## src/rtl/exc_entry_pkg.sv

```systemverilog
package exc_entry_pkg;

    typedef enum logic [2:0] {
        EXC_UNDEF = 3'd0,
        EXC_TRAP  = 3'd1,
        EXC_PFABT = 3'd2,
        EXC_BRKPT = 3'd3,
        EXC_DABT  = 3'd4,
        EXC_NIRQ  = 3'd5,
        EXC_FIRQ  = 3'd6,
        EXC_RSVD  = 3'd7
    } exc_code_e;

    typedef enum logic [1:0] {
        ST_IDLE   = 2'd0,
        ST_SWITCH = 2'd1,
        ST_COMMIT = 2'd2
    } seq_state_e;

    localparam int MODE_W = 5;
    localparam int BIT_T  = 5;
    localparam int BIT_F  = 6;
    localparam int BIT_I  = 7;
    localparam int BIT_A  = 8;

    localparam logic [MODE_W-1:0] MODE_FAST = 5'h11;
    localparam logic [MODE_W-1:0] MODE_NORM = 5'h12;
    localparam logic [MODE_W-1:0] MODE_SUPV = 5'h13;
    localparam logic [MODE_W-1:0] MODE_ABRT = 5'h17;
    localparam logic [MODE_W-1:0] MODE_UNDF = 5'h1B;

    typedef struct packed {
        logic              legal;
        logic [MODE_W-1:0] mode;
        logic [7:0]        vec_off;
        logic              set_a;
        logic              set_i;
        logic              set_f;
        logic [3:0]        ret_off;
    } exc_attr_t;

endpackage

```

## src/rtl/exc_vector_table.sv

```systemverilog
module exc_vector_table
    import exc_entry_pkg::*;
#(
    parameter int          ADDR_W    = 32,
    parameter logic [31:0] HIGH_BASE = 32'hFFFF_0000
) (
    input  logic [2:0]        code,
    input  logic              narrow,
    input  logic              high_vec,
    output exc_attr_t         attr,
    output logic [ADDR_W-1:0] vector
);

    localparam logic [ADDR_W-1:0] BASE_HI = HIGH_BASE[ADDR_W-1:0];

    always_comb begin
        attr = '0;
        unique case (exc_code_e'(code))
            EXC_UNDEF: begin
                attr.legal   = 1'b1;
                attr.mode    = MODE_UNDF;
                attr.vec_off = 8'h04;
                attr.set_i   = 1'b1;
                attr.ret_off = narrow ? 4'd2 : 4'd4;
            end
            EXC_TRAP: begin
                attr.legal   = 1'b1;
                attr.mode    = MODE_SUPV;
                attr.vec_off = 8'h08;
                attr.set_i   = 1'b1;
                attr.ret_off = 4'd0;
            end
            EXC_PFABT, EXC_BRKPT: begin
                attr.legal   = 1'b1;
                attr.mode    = MODE_ABRT;
                attr.vec_off = 8'h0C;
                attr.set_a   = 1'b1;
                attr.set_i   = 1'b1;
                attr.ret_off = 4'd4;
            end
            EXC_DABT: begin
                attr.legal   = 1'b1;
                attr.mode    = MODE_ABRT;
                attr.vec_off = 8'h10;
                attr.set_a   = 1'b1;
                attr.set_i   = 1'b1;
                attr.ret_off = 4'd8;
            end
            EXC_NIRQ: begin
                attr.legal   = 1'b1;
                attr.mode    = MODE_NORM;
                attr.vec_off = 8'h18;
                attr.set_a   = 1'b1;
                attr.set_i   = 1'b1;
                attr.ret_off = 4'd4;
            end
            EXC_FIRQ: begin
                attr.legal   = 1'b1;
                attr.mode    = MODE_FAST;
                attr.vec_off = 8'h1C;
                attr.set_a   = 1'b1;
                attr.set_i   = 1'b1;
                attr.set_f   = 1'b1;
                attr.ret_off = 4'd4;
            end
            EXC_RSVD: begin
                attr = '0;
            end
        endcase
    end

    always_comb begin
        vector = {{(ADDR_W-8){1'b0}}, attr.vec_off};
        if (high_vec) begin
            vector = vector + BASE_HI;
        end
    end

endmodule

```

## src/rtl/exc_status_update.sv

```systemverilog
module exc_status_update
    import exc_entry_pkg::*;
#(
    parameter int STAT_W = 32
) (
    input  logic [STAT_W-1:0] old_status,
    input  logic [MODE_W-1:0] mode,
    input  logic              set_a,
    input  logic              set_i,
    input  logic              set_f,
    output logic [STAT_W-1:0] new_status
);

    logic [STAT_W-1:0] or_mask;

    always_comb begin
        or_mask        = '0;
        or_mask[BIT_A] = set_a;
        or_mask[BIT_I] = set_i;
        or_mask[BIT_F] = set_f;
    end

    for (genvar b = 0; b < STAT_W; b++) begin : g_bit
        if (b < MODE_W) begin : g_mode
            assign new_status[b] = mode[b];
        end else if (b == BIT_T) begin : g_tflag
            assign new_status[b] = 1'b0;
        end else begin : g_keep
            assign new_status[b] = old_status[b] | or_mask[b];
        end
    end

endmodule

```

## src/rtl/exc_entry_seq.sv

```systemverilog
module exc_entry_seq
    import exc_entry_pkg::*;
#(
    parameter int          ADDR_W    = 32,
    parameter int          STAT_W    = 32,
    parameter logic [31:0] HIGH_BASE = 32'hFFFF_0000
) (
    input  logic              clk,
    input  logic              rst_n,
    input  logic              exc_valid,
    input  logic [2:0]        exc_code,
    input  logic [STAT_W-1:0] cur_status,
    input  logic [ADDR_W-1:0] cur_pc,
    input  logic              narrow_isa,
    input  logic              high_vec,
    input  logic              bank_done,
    output logic              bank_req,
    output logic [4:0]        bank_mode,
    output logic [STAT_W-1:0] new_status,
    output logic [STAT_W-1:0] saved_status,
    output logic [ADDR_W-1:0] link_addr,
    output logic [ADDR_W-1:0] new_pc,
    output logic              entry_done
);

    seq_state_e state_q, state_d;

    exc_attr_t         dec_attr;
    logic [ADDR_W-1:0] dec_vector;
    logic              accept;
    logic              commit;

    exc_attr_t         cap_attr;
    logic [ADDR_W-1:0] cap_vector;
    logic [STAT_W-1:0] cap_status;
    logic [ADDR_W-1:0] cap_pc;
    logic [STAT_W-1:0] upd_status;

    exc_vector_table #(
        .ADDR_W    (ADDR_W),
        .HIGH_BASE (HIGH_BASE)
    ) u_table (
        .code     (exc_code),
        .narrow   (narrow_isa),
        .high_vec (high_vec),
        .attr     (dec_attr),
        .vector   (dec_vector)
    );

    exc_status_update #(
        .STAT_W (STAT_W)
    ) u_update (
        .old_status (cap_status),
        .mode       (cap_attr.mode),
        .set_a      (cap_attr.set_a),
        .set_i      (cap_attr.set_i),
        .set_f      (cap_attr.set_f),
        .new_status (upd_status)
    );

    assign accept = (state_q == ST_IDLE) && exc_valid && dec_attr.legal;
    assign commit = (state_q == ST_SWITCH) && bank_done;

    always_comb begin
        state_d = state_q;
        unique case (state_q)
            ST_IDLE:   if (accept) state_d = ST_SWITCH;
            ST_SWITCH: if (bank_done) state_d = ST_COMMIT;
            ST_COMMIT: state_d = ST_IDLE;
            default:   state_d = ST_IDLE;
        endcase
    end

    always_ff @(posedge clk) begin
        if (!rst_n) state_q <= ST_IDLE;
        else        state_q <= state_d;
    end

    always_ff @(posedge clk) begin
        if (!rst_n) begin
            cap_attr     <= '0;
            cap_vector   <= '0;
            cap_status   <= '0;
            cap_pc       <= '0;
            new_status   <= '0;
            saved_status <= '0;
            link_addr    <= '0;
            new_pc       <= '0;
        end else begin
            if (accept) begin
                cap_attr   <= dec_attr;
                cap_vector <= dec_vector;
                cap_status <= cur_status;
                cap_pc     <= cur_pc;
            end
            if (commit) begin
                new_status   <= upd_status;
                saved_status <= cap_status;
                link_addr    <= cap_pc + {{(ADDR_W-4){1'b0}}, cap_attr.ret_off};
                new_pc       <= cap_vector;
            end
        end
    end

    always_comb begin
        bank_req   = (state_q == ST_SWITCH);
        entry_done = (state_q == ST_COMMIT);
        bank_mode  = cap_attr.mode;
    end

    AST_REQ_HELD: assert property (@(posedge clk) disable iff (!rst_n)
        (bank_req && !bank_done) |=> bank_req) else $error("req dropped");

    AST_REQ_AFTER_ACCEPT: assert property (@(posedge clk) disable iff (!rst_n)
        (!bank_req && !entry_done && exc_valid && exc_code != 3'd7) |=> bank_req) else $error("no req");

    AST_DONE_ONE_CYCLE: assert property (@(posedge clk) disable iff (!rst_n)
        entry_done |=> !entry_done) else $error("done too long");

    AST_DONE_AFTER_BANK: assert property (@(posedge clk) disable iff (!rst_n)
        $rose(entry_done) |-> $past(bank_req && bank_done)) else $error("done w/o bank");

    AST_MODE_MATCH: assert property (@(posedge clk) disable iff (!rst_n)
        entry_done |-> (new_status[MODE_W-1:0] == bank_mode)) else $error("mode");

    AST_TFLAG_CLEAR: assert property (@(posedge clk) disable iff (!rst_n)
        entry_done |-> !new_status[BIT_T]) else $error("tflag");

    AST_IRQ_MASKED: assert property (@(posedge clk) disable iff (!rst_n)
        entry_done |-> new_status[BIT_I]) else $error("imask");

    AST_RESULTS_HOLD: assert property (@(posedge clk) disable iff (!rst_n)
        !(bank_req && bank_done) |=> ($stable(saved_status) && $stable(new_pc) && $stable(link_addr))) else $error("results moved");

endmodule

```

## config.mk

```make
export PLATFORM = sky130hd
export DESIGN_NAME = exc_entry_seq
export DESIGN_NICKNAME = d
export VERILOG_FILES = /design/src/rtl/exc_entry_pkg.sv /design/src/rtl/exc_vector_table.sv /design/src/rtl/exc_status_update.sv /design/src/rtl/exc_entry_seq.sv
export SDC_FILE = /design/constraint.sdc
export NUM_CORES = 1
export LEC_CHECK = 0
export BUFFER_PORTS_ARGS = -buffer_cell sky130_fd_sc_hd__buf_2
export CORE_ASPECT_RATIO = 2
export CORE_UTILIZATION = 29
export CTS_CLUSTER_DIAMETER = 120
export DETAILED_ROUTE_END_ITERATION = 7
export PLACE_DENSITY = 0.49
export RECOVER_POWER = 25
export REMOVE_ABC_BUFFERS = 1
export SYNTH_ARGS = -nofsm -noshare
export SYNTH_HDL_FRONTEND = slang
export SYNTH_SLANG_ARGS = --single-unit
```

## constraint.sdc

```tcl
create_clock -name clk -period 3.3 [get_ports clk]
set_input_delay 0.33 -clock clk [delete_from_list [all_inputs] [get_ports clk]]
set_output_delay 0.33 -clock clk [all_outputs]
set_load 0.05 [all_outputs]
```

Word-level counts from Yosys, hierarchy flattened
Cells that the tools add are included.
{ "word_totals": {"input_bits": 73, "out_inout_bits": 135, "wordCells": 50, "register_bits": 237} }
{ "op_classes": {"n_reduce_logical": 11, "n_addsub": 2, "n_mux": 10, "bitwise_logic": 3, "eq_ne": 11} }
{ "op_table": {"columns": ["op", "count"], "rows": [
  ["$pmux W14 S7", 1],
  ["$add A32 B4 Y32", 1],
  ["$mux W32", 1],
  ["$add A9 B17 Y18 const B", 1],
  ["$pmux W4 S4", 1],
  ["$eq A3 B3 Y1 const B", 4],
  ["$reduce_or A7 Y1", 1],
  ["$eq A3 B2 Y1 const B", 2],
  ["$reduce_or A5 Y1", 1],
  ["$mux W2", 2],
  ["$ne A2 B2 Y1 const B", 2],
  ["$pmux W2 S2", 1],
  ["$reduce_or A2 Y1", 2],
  ["$reduce_or A4 Y1", 1],
  ["$eq A3 B1 Y1 const B", 1],
  ["$logic_and A1 B1 Y1", 3],
  ["$logic_not A3 Y1", 1],
  ["$mux W3", 1],
  ["$or A1 B1 Y1", 3],
  ["$eq A2 B1 Y1 const B", 1],
  ["$eq A2 B2 Y1 const B", 1],
  ["$logic_not A2 Y1", 1],
  ["$mux W1", 2],
  ["$pmux W1 S2", 1],
  ["$reduce_and A2 Y1", 1]
]} }

Depth between registers and ports, before layout
{ "logic_depth": {"word_depth": 6, "depth_mapped": 8, "depth_no_buf": 7} }

Hierarchy
A second synthesis with hierarchy kept.
{ "hier_totals": {"hier_cells": 1207, "area_unflattened_um2": 9482.8} }
{ "modules_own_cells": {"columns": ["module", "area_per_inst_um2", "n_inst", "cells_per_inst", "seq_area_each_um2"], "rows": [
  ["exc_entry_seq", 8785.9, 1, 1113, 4764.6],
  ["exc_vector_table", 456.7, 1, 61, 0.0],
  ["exc_status_update", 240.2, 1, 33, 0.0]
]} }

Worst setup path before layout
OpenSTA, ideal clock, no wires.
{ "synth_timing": {"kind": "register -> register", "from": "register state_q[0]", "to": "register saved_status[13]", "arrival_ps": 1920, "required_ps": 3177, "synth_period_minus_slack_ps": 2043, "stages_incl_launch_ff": 7, "n_path_buf": 2, "setup_time_ps": 123, "slack_ps": 1257, "cell_sequence": "dfxtp_1 nor2b_1 nand2_1 clkbuf_1 clkbuf_1 nand2_1 a21boi_0"} }
{ "synth_via": {"elab_chain_cells": 2} }
{ "synth_rtl": {"columns": ["element", "line_no", "text"], "rows": [
  ["start, declared", "exc_entry_seq.sv:26", "seq_state_e state_q, state_d;"],
  ["start signal, assigned", "exc_entry_seq.sv:76", "else state_q <= state_d;"],
  ["$eq A2 B1 Y1", null, null],
  ["net bank_req", "exc_entry_seq.sv:17", "output logic bank_req,"],
  ["$logic_and A1 B1 Y1", "exc_entry_seq.sv:62", "assign commit = (state_q == ST_SWITCH) && bank_done;"],
  ["end signal, assigned", "exc_entry_seq.sv:98", "saved_status <= cap_status;"],
  ["end, declared", "exc_entry_seq.sv:20", "output logic [STAT_W-1:0] saved_status,"]
]} }
The timed path passes the listed nets, and every way through them passes these cells.
A chain may end at the register's enable or synchronous reset.

Worst setup path in the final report
{ "layout_timing": {"from": "register cap_attr[1] (netlist bit)", "to": "register link_addr[9]"} }
{ "layout_via": {"elab_chain_cells": 1} }
{ "layout_rtl": {"columns": ["element", "line_no", "text"], "rows": [
  ["start, declared", "exc_entry_seq.sv:33", "exc_attr_t cap_attr;"],
  ["start signal, assigned", "exc_entry_seq.sv:91", "cap_attr <= dec_attr;"],
  ["$add A32 B4 Y32", "exc_entry_seq.sv:99", "link_addr <= cap_pc + {{(ADDR_W-4){1'b0}}, cap_attr.ret_off};"],
  ["end signal, assigned", "exc_entry_seq.sv:99", null],
  ["end, declared", "exc_entry_seq.sv:21", "output logic [ADDR_W-1:0] link_addr,"]
]} }
No other way between the ends.

==> results.sh <==
export IMPL_track_usage_pct=15.1
export IMPL_synth_most_common_cell="nand2_1"
export IMPL_areaGrowthSynthToFinish_pct=20.5
export IMPL_synth_top_area_share_pct=46.1
export IMPL_crit_fanout=7
export IMPL_clk_latency_ns=0.43
export IMPL_h_tree_depth=4
export IMPL_grt_pass1_wl_mm=28.0
export IMPL_cp_slowest_cell="fa_1"
export IMPL_synth_largest_area_cell="dfxtp_1"
export IMPL_ir_drop_mv=0.289
export IMPL_p_leak_nw=3.33
export IMPL_status="finished, final reports clean"
export IMPL_drive_gt1_share_pct=19.3
export IMPL_cap_violations=0
export IMPL_synth_common_cells="nand2_1, dfxtp_1, a21boi_1"
export IMPL_postRouteAntennaNets=0
export IMPL_die_w_um=110
export IMPL_combPwrFrac_pct=11.7
export IMPL_critPathBufInv=0
export IMPL_fill_cells=2579
export IMPL_wl_met1_mm=7.53
export IMPL_slowest_delay_ns=0.43
export IMPL_fmax_mhz=450
export IMPL_min_period_ns=2.22
export IMPL_rsz0062_at_grt="no"
export IMPL_clockBufferDepth=2
export IMPL_vias=5599
export IMPL_final_area_um2=8210
export IMPL_yosys_register_bits=157
export IMPL_drt_initial_drc_count=233
export IMPL_critical_path_top_delay_family="adder cells"
export IMPL_viasPerCell=4.59
export IMPL_clkSinkCount=157
export IMPL_worstPathCellList="ha_1, fa_1, a21oi_1, nor2_1, and4_1, xnor2_1, a21oi_1"
export IMPL_die_h_um=219
export IMPL_syn_inst=798
export IMPL_cts_setup_buffers=0
export IMPL_cts_resized=0
export IMPL_post_route_period_util_pct=67.3
export IMPL_crit_path_end_kind="flop"
export IMPL_worst_slew_pin_slew_ns=0.778
export IMPL_drt_drc_violations_left=0
export IMPL_synth_area_top_cells="dfxtp_1, nand2_1, a21boi_1, buf_4, a21boi_0"
export IMPL_overflow=0
export IMPL_startpoint_type="flop"
export IMPL_p_switching_mw=1.27
export IMPL_grt_max_degree=84
export IMPL_wl_mm=18.1
export IMPL_hold_worst_slack_ns=0.132
export IMPL_top_layer="met4"
export IMPL_place_inst=1188
export IMPL_ys_seq_area_share_pct=46.1
export IMPL_crit_path_frequent_cell="a21oi_1"
export IMPL_place_gp_congestion=0.715
export IMPL_n_antenna_cell=0
export IMPL_clock_root_buffer="clkbuf_16"
export IMPL_wl_met3_um=481
export IMPL_instances_no_fill=1219
export IMPL_hp_class="primary input to flop"
export IMPL_setup_violations=0
export IMPL_critPathKind="flop to flop"
export IMPL_internal_power_mw=3.59
export IMPL_start_util_pct=29.5
export IMPL_seqCellArea_um2=3140
export IMPL_routedWlPerCell_um=14.8
export IMPL_finalPower_mw=4.85
export IMPL_final_max_slew_viol_count=0
export IMPL_antenna_found_initial=0
export IMPL_pwr_share_clk_pct=45.8
export IMPL_dieArea_um2=24200
export IMPL_path_clk_slew_ns=0.06
export IMPL_synth_ff_type="dfxtp_1"
export IMPL_p_seq_share_pct=42.5
export IMPL_cp_data_arrival_time_ns=2.52
export IMPL_rows=79
export IMPL_wl_met2_mm=9.52
export IMPL_numCtsBuffers=17
export IMPL_cts_hold_buf=0
export IMPL_multi_input_area_um2=3060
export IMPL_post_dp_cell_area_um2=7640
export IMPL_swShare_pct=26.1
export IMPL_synth_warnings=0
export IMPL_cts_tree="yes"
export IMPL_io_pins=208
export IMPL_nets=1001
export IMPL_core_um2=23100
export IMPL_worstPathRequired_ns=3.60
export IMPL_ys_types=52
export IMPL_dpl_hpwl_mm=12.3
export IMPL_synth_area_um2=6820
export IMPL_skew_ns=0.00865
export IMPL_io_buffers=193
export IMPL_synth_edff_count=0
export IMPL_hold_viol_final=0
export IMPL_async_reset_ff_share_pct=0
export IMPL_grt_pass1_vias=5193
export IMPL_drt_pass1_iterations=6
export IMPL_powerDensity_nw_per_um2=591
export IMPL_relSlewSlack_pct=48.1
export IMPL_post_synth_cell_area_avg_um2=8.54
-- through the flow --
step | TNS [ns] | setup slack (ns) | util (%)
after floorplan | -42.29 | -2.56 | -
after global placement | 0 | 1.13 | 33.0
after detailed placement | 0 | 1.11 | 33.0
after CTS | 0 | 1.09 | 35.9
after global routing | 0 | 0.864 | 35.5
final | 0 | 1.08 | 35.5
-- routing by layer --
layer	track usage (%)	vias up
li1	-	2839
met1	16.6	2620
met2	27.3	115
met3	3.42	25
met4	7.07	0
met5	0	-
-- area by class of cell --
| cell class | instances | share of cell area (%) |
|---|---|---|
| sequential | 157 | 38.3 |
| multi-input combinational | 541 | 37.2 |
| timing repair buffer | 203 | 12.0 |
| clock buffer | 19 | 5.39 |
| tap | 283 | 4.31 |
| clock inverter | 12 | 2.65 |
| inverter | 4 | 0.183 |
-- power by group through the flow --
stage	logic (mW)	registers, mW	clock network (mW)
3_5_place_dp	0.589	2.10	0
3_3_place_gp	0.586	2.10	0
5_1_grt	0.624	2.08	2.37
6_report	0.570	2.06	2.22
4_1_cts	0.591	2.06	2.29
2_1_floorplan	0.243	2.23	0
-- worst reg2reg max path, stage by stage, from the launching register on --
cell	delay, ns
dfxtp_1	0.31
ha_1	0.25
fa_1	0.43
a21oi_1	0.38
nor2_1	0.23
and4_1	0.27
xnor2_1	0.15
a21oi_1	0.08
-- cell usage in the layout (no fill, tap or decap), drive strengths merged, types with 4 or more instances in the layout --
master	Yosys	final
nand2	232	232
a21oi	29	29
buf	83	136
nor2b	6	6
nor2	14	14
dfxtp	157	157
o211a	5	5
nand3	9	9
nand4	12	12
and3	5	5
bufinv	0	6
o21ai	29	29
xnor2	10	10
conb	1	14
xor2	18	18
a21boi	111	111
inv	4	4
and4	4	4
nor3	10	10
clkbuf	26	86
-- path summary, 6_finish.rpt --
check                                   from                         end  slack [ns]  depth (start not counted)
setup / recovery    cap_attr[1]$_SDFFE_PN0P_   link_addr[9]$_SDFFE_PN0P_        1.08                          7
hold / removal                    cur_pc[26]     cap_pc[26]$_SDFFE_PN0P_        0.13                          3
setup reg to reg    cap_attr[1]$_SDFFE_PN0P_   link_addr[9]$_SDFFE_PN0P_        1.08                          7
hold reg to reg   cap_status[4]$_SDFFE_PN0P_  cap_status[4]$_SDFFE_PN0P_        0.45                          2
-- flip-flops by register name (all words and copies together) (netlist names) --
signal / count
new_status: 9
link_addr: 32
bank_mode: 5
cap_status: 32
cap_attr: 6
state_q: 2
new_pc: 4
cap_vector: 4
cap_pc: 32
saved_status: 31
-- logic make-up (layout without fill, tap and decap cells) --
kind of cell    Yosys count  in the layout  share of synthesized area [%]
mux                       1              1                          0.147
buf+inv                 113            238                           9.99
simple gates            305            305                           19.9
fa+ha+maj                 4              4                          0.844
compound gates          189            189                           19.4
flops                   157            157                           46.1
xor+xnor                 28             28                           3.60
other cells               1             14                         0.0550
Power figures use the tool's default switching activity.
